File: config.mk
export PLATFORM = sky130hd
export DESIGN_NAME = chanfn_switch_seq
export DESIGN_NICKNAME = d
export VERILOG_FILES = /design/src/rtl/chanfn_pkg.sv /design/src/rtl/chanfn_tick_timer.sv /design/src/rtl/chanfn_dwell_track.sv /design/src/rtl/chanfn_step_decode.sv /design/src/rtl/chanfn_switch_seq.sv
export SDC_FILE = /design/constraint.sdc
export NUM_CORES = 1
export LEC_CHECK = 0
export ABC_CLOCK_PERIOD_IN_PS = 2420
export BUFFER_PORTS_ARGS = -buffer_cell sky130_fd_sc_hd__buf_4
export CAP_MARGIN = 20
export CORE_UTILIZATION = 53
export CTS_CLUSTER_DIAMETER = 150
export DETAILED_ROUTE_END_ITERATION = 10
export HOLD_SLACK_MARGIN = 0.02
export PLACE_DENSITY = 0.77
export SYNTH_ARGS = -nofsm -noshare
export SYNTH_HDL_FRONTEND = slang
export SYNTH_HIERARCHICAL = 1
export SYNTH_SLANG_ARGS = --single-unit
export TNS_END_PERCENT = 10
File: constraint.sdc
create_clock -name clk -period 2.42 [get_ports clk]
set_input_delay 0.121 -clock clk [delete_from_list [all_inputs] [get_ports clk]]
set_output_delay 0.121 -clock clk [all_outputs]
set_load 0.01 [all_outputs]
File: src/rtl/chanfn_pkg.sv
package chanfn_pkg;

  localparam int unsigned ADDR_W = 8;
  localparam int unsigned DATA_W = 16;
  localparam int unsigned FUNC_W = 4;

  localparam logic [ADDR_W-1:0] FUNC_BASE    = 8'h01;
  localparam logic [ADDR_W-1:0] ADCCFG_BASE  = 8'h05;
  localparam logic [ADDR_W-1:0] DACCODE_BASE = 8'h16;
  localparam logic [ADDR_W-1:0] CMDKEY_ADDR  = 8'h44;
  localparam logic [DATA_W-1:0] LATCH_KEY    = 16'h953A;
  localparam int unsigned       ADC_LOOP_BIT = 2;

  typedef enum logic [3:0] {
    S_IDLE,
    S_GATE_OLD,
    S_RD_FN,
    S_RSP_FN,
    S_WR_HIZ,
    S_WR_DAC,
    S_WR_KEY,
    S_PARK,
    S_WR_NEW,
    S_SETTLE,
    S_RD_ADC,
    S_RSP_ADC,
    S_WR_ADC,
    S_DONE
  } seq_state_e;

  // per-channel register address: bank base plus channel offset
  function automatic logic [ADDR_W-1:0] reg_of(input logic [ADDR_W-1:0] base,
                                               input logic [ADDR_W-1:0] ch);
    return base + ch;
  endfunction

  // replace only the function field, keep the upper bits
  function automatic logic [DATA_W-1:0] put_func(input logic [DATA_W-1:0] old,
                                                 input logic [FUNC_W-1:0] code);
    return {old[DATA_W-1:FUNC_W], code};
  endfunction

  // set the loop pull-down bit, keep the rest
  function automatic logic [DATA_W-1:0] set_loop_bit(input logic [DATA_W-1:0] old);
    return old | (DATA_W'(1) << ADC_LOOP_BIT);
  endfunction

endpackage

File: src/rtl/chanfn_tick_timer.sv
module chanfn_tick_timer #(
  parameter int unsigned CNT_W = 8
) (
  input  logic             clk,
  input  logic             rst_n,
  input  logic             run,
  input  logic             tick,
  input  logic [CNT_W-1:0] limit,
  output logic             expired
);

  logic [CNT_W-1:0] count_q;

  always_ff @(posedge clk) begin
    if (!rst_n) begin
      count_q <= '0;
    end else if (!run) begin
      count_q <= '0;
    end else if (tick && (count_q < limit)) begin
      count_q <= count_q + CNT_W'(1);
    end
  end

  assign expired = run && (count_q >= limit);

endmodule

File: src/rtl/chanfn_dwell_track.sv
module chanfn_dwell_track #(
  parameter int unsigned NUM_CH   = 4,
  parameter int unsigned DWELL_US = 130,
  parameter int unsigned CH_W     = 2,
  localparam int unsigned AGE_W   = $clog2(DWELL_US + 2)
) (
  input  logic              clk,
  input  logic              rst_n,
  input  logic              tick,
  input  logic              fn_wr,
  input  logic [CH_W-1:0]   fn_wr_ch,
  output logic [NUM_CH-1:0] settled
);

  for (genvar g = 0; g < NUM_CH; g++) begin : g_ch
    logic [AGE_W-1:0] age_q;

    always_ff @(posedge clk) begin
      if (!rst_n) begin
        age_q <= AGE_W'(DWELL_US);
      end else if (fn_wr && (fn_wr_ch == CH_W'(g))) begin
        age_q <= '0;
      end else if (tick && (age_q < AGE_W'(DWELL_US))) begin
        age_q <= age_q + AGE_W'(1);
      end
    end

    assign settled[g] = (age_q >= AGE_W'(DWELL_US));
  end

endmodule

File: src/rtl/chanfn_step_decode.sv
module chanfn_step_decode
  import chanfn_pkg::*;
#(
  parameter int unsigned      CH_W     = 2,
  parameter logic [FUNC_W-1:0] HIZ_CODE = 4'd0
) (
  input  seq_state_e        state,
  input  logic [CH_W-1:0]   ch,
  input  logic [FUNC_W-1:0] func,
  input  logic [DATA_W-1:0] fn_shadow,
  input  logic [DATA_W-1:0] adc_shadow,
  output logic [ADDR_W-1:0] req_addr,
  output logic [DATA_W-1:0] req_data,
  output logic              req_is_wr,
  output logic              req_is_rd
);

  logic [ADDR_W-1:0] ch_off;
  assign ch_off = ADDR_W'(ch);

  always_comb begin
    req_addr  = '0;
    req_data  = '0;
    req_is_wr = 1'b0;
    req_is_rd = 1'b0;
    case (state)
      S_RD_FN: begin
        req_is_rd = 1'b1;
        req_addr  = reg_of(FUNC_BASE, ch_off);
      end
      S_WR_HIZ: begin
        req_is_wr = 1'b1;
        req_addr  = reg_of(FUNC_BASE, ch_off);
        req_data  = put_func(fn_shadow, HIZ_CODE);
      end
      S_WR_DAC: begin
        req_is_wr = 1'b1;
        req_addr  = reg_of(DACCODE_BASE, ch_off);
        req_data  = '0;
      end
      S_WR_KEY: begin
        req_is_wr = 1'b1;
        req_addr  = CMDKEY_ADDR;
        req_data  = LATCH_KEY;
      end
      S_WR_NEW: begin
        req_is_wr = 1'b1;
        req_addr  = reg_of(FUNC_BASE, ch_off);
        req_data  = put_func(fn_shadow, func);
      end
      S_RD_ADC: begin
        req_is_rd = 1'b1;
        req_addr  = reg_of(ADCCFG_BASE, ch_off);
      end
      S_WR_ADC: begin
        req_is_wr = 1'b1;
        req_addr  = reg_of(ADCCFG_BASE, ch_off);
        req_data  = set_loop_bit(adc_shadow);
      end
      default: ;
    endcase
  end

endmodule

File: src/rtl/chanfn_switch_seq.sv
module chanfn_switch_seq
  import chanfn_pkg::*;
#(
  parameter int unsigned       NUM_CH        = 4,
  parameter int unsigned       PARK_US       = 130,
  parameter int unsigned       SETTLE_US     = 150,
  parameter int unsigned       DWELL_US      = 130,
  parameter logic [FUNC_W-1:0] HIZ_CODE      = 4'd0,
  parameter logic [FUNC_W-1:0] LOOP_CUR_CODE = 4'd5,
  localparam int unsigned      CH_W          = (NUM_CH > 1) ? $clog2(NUM_CH) : 1,
  localparam int unsigned      TMR_MAX       = (PARK_US > SETTLE_US) ? PARK_US : SETTLE_US,
  localparam int unsigned      TMR_W         = $clog2(TMR_MAX + 2)
) (
  input  logic              clk,
  input  logic              rst_n,
  input  logic              us_tick,
  input  logic              start_valid,
  input  logic [CH_W-1:0]   start_chan,
  input  logic [FUNC_W-1:0] start_func,
  output logic              busy,
  output logic              start_refused,
  output logic              done,
  output logic              wr_valid,
  input  logic              wr_ready,
  output logic [ADDR_W-1:0] wr_addr,
  output logic [DATA_W-1:0] wr_data,
  output logic              rd_valid,
  input  logic              rd_ready,
  output logic [ADDR_W-1:0] rd_addr,
  input  logic              rd_rsp_valid,
  input  logic [DATA_W-1:0] rd_rsp_data
);

  seq_state_e        state_q, state_d;
  logic [CH_W-1:0]   ch_q;
  logic [FUNC_W-1:0] func_q;
  logic [DATA_W-1:0] fn_shadow_q;
  logic [DATA_W-1:0] adc_shadow_q;
  logic              refused_q;

  // named internal events
  logic accept_evt;
  logic wr_fire;
  logic fn_wr_evt;
  logic fn_new_evt;
  logic latch_evt;
  logic timer_run;
  logic timer_expired;
  logic ch_settled;
  logic is_loop;
  logic [TMR_W-1:0]  timer_limit;
  logic [NUM_CH-1:0] settled_vec;
  logic [ADDR_W-1:0] req_addr;
  logic [DATA_W-1:0] req_data;
  logic              req_is_wr;
  logic              req_is_rd;

  assign busy       = (state_q != S_IDLE);
  assign done       = (state_q == S_DONE);
  assign accept_evt = start_valid && (state_q == S_IDLE);
  assign wr_fire    = wr_valid && wr_ready;
  assign fn_wr_evt  = wr_fire && ((state_q == S_WR_HIZ) || (state_q == S_WR_NEW));
  assign fn_new_evt = wr_fire && (state_q == S_WR_NEW);
  assign latch_evt  = wr_fire && (state_q == S_WR_KEY);
  assign is_loop    = (func_q == LOOP_CUR_CODE);
  assign ch_settled = settled_vec[ch_q];

  assign timer_run   = (state_q == S_PARK) || (state_q == S_SETTLE);
  assign timer_limit = (state_q == S_SETTLE) ? TMR_W'(SETTLE_US) : TMR_W'(PARK_US);

  chanfn_tick_timer #(
    .CNT_W (TMR_W)
  ) u_timer (
    .clk     (clk),
    .rst_n   (rst_n),
    .run     (timer_run),
    .tick    (us_tick),
    .limit   (timer_limit),
    .expired (timer_expired)
  );

  chanfn_dwell_track #(
    .NUM_CH   (NUM_CH),
    .DWELL_US (DWELL_US),
    .CH_W     (CH_W)
  ) u_dwell (
    .clk      (clk),
    .rst_n    (rst_n),
    .tick     (us_tick),
    .fn_wr    (fn_wr_evt),
    .fn_wr_ch (ch_q),
    .settled  (settled_vec)
  );

  chanfn_step_decode #(
    .CH_W     (CH_W),
    .HIZ_CODE (HIZ_CODE)
  ) u_decode (
    .state      (state_q),
    .ch         (ch_q),
    .func       (func_q),
    .fn_shadow  (fn_shadow_q),
    .adc_shadow (adc_shadow_q),
    .req_addr   (req_addr),
    .req_data   (req_data),
    .req_is_wr  (req_is_wr),
    .req_is_rd  (req_is_rd)
  );

  assign wr_valid      = req_is_wr;
  assign wr_addr       = req_addr;
  assign wr_data       = req_data;
  assign rd_valid      = req_is_rd;
  assign rd_addr       = req_addr;
  assign start_refused = refused_q;

  always_comb begin
    state_d = state_q;
    unique case (state_q)
      S_IDLE:     if (start_valid)  state_d = S_GATE_OLD;
      S_GATE_OLD: if (ch_settled)   state_d = S_RD_FN;
      S_RD_FN:    if (rd_ready)     state_d = S_RSP_FN;
      S_RSP_FN:   if (rd_rsp_valid) state_d = S_WR_HIZ;
      S_WR_HIZ:   if (wr_ready)     state_d = S_WR_DAC;
      S_WR_DAC:   if (wr_ready)     state_d = S_WR_KEY;
      S_WR_KEY:   if (wr_ready)     state_d = S_PARK;
      S_PARK:     if (timer_expired && ch_settled) state_d = S_WR_NEW;
      S_WR_NEW:   if (wr_ready)     state_d = S_SETTLE;
      S_SETTLE:   if (timer_expired) state_d = is_loop ? S_RD_ADC : S_DONE;
      S_RD_ADC:   if (rd_ready)     state_d = S_RSP_ADC;
      S_RSP_ADC:  if (rd_rsp_valid) state_d = S_WR_ADC;
      S_WR_ADC:   if (wr_ready)     state_d = S_DONE;
      S_DONE:                       state_d = S_IDLE;
      default:                      state_d = S_IDLE;
    endcase
  end

  always_ff @(posedge clk) begin
    if (!rst_n) begin
      state_q      <= S_IDLE;
      ch_q         <= '0;
      func_q       <= '0;
      fn_shadow_q  <= '0;
      adc_shadow_q <= '0;
      refused_q    <= 1'b0;
    end else begin
      state_q   <= state_d;
      refused_q <= start_valid && busy;
      if (accept_evt) begin
        ch_q   <= start_chan;
        func_q <= start_func;
      end
      if ((state_q == S_RSP_FN) && rd_rsp_valid) fn_shadow_q <= rd_rsp_data;
      if ((state_q == S_RSP_ADC) && rd_rsp_valid) adc_shadow_q <= rd_rsp_data;
    end
  end

endmodule

==> results.md <==
- Drc violations: 0
- Via/cell ratio: 5.70
- FP Rows: 33
- Initial antenna violation count: 0
- Crit start category: register
- Beginning of the worst register-to-register path: state_q[3]
- F_max: 434 MHz
- Number of global-route vias before repair: 3925
- Clk_skew: 0.0169 ns
- Final setup vio count: 0
- Drt initial violations: 203
- Synth Instances: 568
- Dpl ws: 0.132 ns
- Nets: 682
- Peak VDD IR: 0.000363 V
- Clk_lat worst skew: 0.37 ns
- CP startpoint: state_q[3]
- RSZ-0062 raised after global routing: yes
- HP Start: rst_n
- CTS Buf Count: 9
- # fillers: 701
- Drt total wl: 10700 um
- 1st-pass router iterations: 5
- Max FO, Critical Path: 5
- Worst setup EP type: register
- # IOs: 66
- Netlist Area Pre-Place: 0.00466 sq mm
- Pleak: 2.06 nW
- GRT Residual Overflow: 0
- Port bufs: 60
- Met1 Resource Use GR: 31.4%
- Setup Fix Bufs, Post-CTS: 0
- Core Region: 0.00834 sq mm
- Register clock-pin slew on the reported worst setup and hold paths: 0.10 ns
- GR Util met3: 4.74%
- First-pass GRT wire length: 18000 um
- GR met2 Demand/Resource: 43.6%
- Post-DP HPWL: 7160 um
- Tcrit/Tclk final: 95.3%
- Die area: 0.00916 sq mm
- CTS tree: yes
- Final GP Congestion: 0.849
- Critical Path AT: 2.59 ns
- Initial Util: 55.8%
- Fin worst setup slack: 0.114 ns
- WS Path Type: register to register
- CTS sink cnt: 78
- Placed cell areas: 0.00511 sq mm
- Avg Synthesized Cell Area: 8.20 sq um
- Worst min path class: primary input to register
- Area Overhead vs Synth: 18.6%
- Slew Limit Fails: 0
- Status: finished clean
- # diodes: 0
- Antenna viol nets, final: 0
- Pwr dens: 605 mW/mm^2
- Die Ht: 95.7 um
- Final design instance area without fill: 0.00552 sq mm
- Via count: 4250
- MaxCap Viol Count: 0
- CTS Buffer Depth: 2
- Fin. Hold Viols: 0
- H-tree depth: 3
- Largest net degree at the start of global routing: 56
- Layout cells sized above 1: 17.7%
- Worst Path Required: 2.70 ns
- Die Wd: 95.7 um
- Slew headroom: 39.8%
- Tot Pwr: 3.34 mW
- Synth warn: 6
- Layer with the highest usage: met2
- Total GRT Usage: 25.1%
- Clock root buffer: clkbuf_8
- Routed WL per cell: 14.3 um
- Fin crit period: 2.31 ns
- Worst-Margin Slew: 0.899 ns
[final timing paths]
path	end	slack (ns)	depth (start not counted)
max	state_q[1]	0.11	9
min	u_dwell/g_ch[1].age_q[7]	0.18	2
max reg2reg	state_q[1]	0.11	9
min reg2reg	fn_shadow_q[14]	0.46	2
[cells in the final DEF (no fill, tap or decap), types with 8 or more instances in the layout]
master         count
a21boi_1          21
dlygate4sd3_1     22
o21ai_0           20
nand4_1            8
nand3_1           17
nor2_1            38
inv_1             20
or3_1             12
conb_1             8
nand2_1           83
buf_4             68
xnor2_1           10
dfxtp_1           78
ha_1              18
a21oi_1           34
clkbuf_8           9
mux2i_1           12
nor2b_1           14
[routing by layer]
metal | share of wire, % | up-vias | wire, um
met5 | 0 | - | 0
met4 | 1.2 | 0 | 125
met3 | 4.7 | 9 | 501
met2 | 49 | 117 | 5270
met1 | 45 | 2007 | 4770
li1 | - | 2117 | -
[worst max-delay path, cell delays in order, from the launching register on]
cell      delay (ns)
dfxtp_1         0.39
and4bb_1        0.30
inv_1           0.07
ha_1            0.28
nand4_1         0.13
a31oi_1         0.17
o21a_1          0.14
o221ai_2        0.16
o311a_1         0.38
a41o_1          0.20
[power by group]
group	leakage [nW]	internal [mW]	total [mW]	switching, mW
clock network	0.0967	0.396	0.948	0.553
logic	1.34	0.433	1.00	0.572
registers	0.630	1.34	1.39	0.0499
[stage by stage]
| stage | instances | util (%) | TNS [ns] | hold slack (ns) |
|---|---|---|---|---|
| CTS | 745 | 66.1 | 0 | 0.169 |
| global route | 745 | 66.2 | -0.0488 | 0.203 |
| global placement | 707 | 61.2 | 0 | 0.372 |
| detailed placement | 707 | 61.2 | 0 | 0.378 |
| floorplan | 573 | - | 0 | 0.256 |
| finish | 745 | 66.2 | 0 | 0.181 |
[final cells by class]
class / count / area [sq um] / share of cell area [%]
clock buffers: 9 / 124 / 2.24
clock inverters: 7 / 63.8 / 1.16
inverters: 20 / 75.1 / 1.36
multi-input cells: 435 / 2820 / 51.0
flip-flops and latches: 78 / 1560 / 28.3
well taps: 105 / 131 / 2.38
repair buffers: 91 / 751 / 13.6
[flip-flops by register name (all words and copies together), names as in the netlist]
register,flops
adc_shadow_q,15
ch_q,2
fn_shadow_q,12
func_q,4
start_refused,1
state_q,4
u_dwell/g_ch.age_q,32
u_timer/count_q,8
[what timing repair did]
| item | CTS | global route |
|---|---|---|
| hold buffers | 22 | 0 |
| resized for setup | 0 | 2 |
| hold endpoints to repair | 34 | 0 |
| setup endpoints to repair | 0 | 13 |
Note: power is estimated with default switching activity, not from simulation.
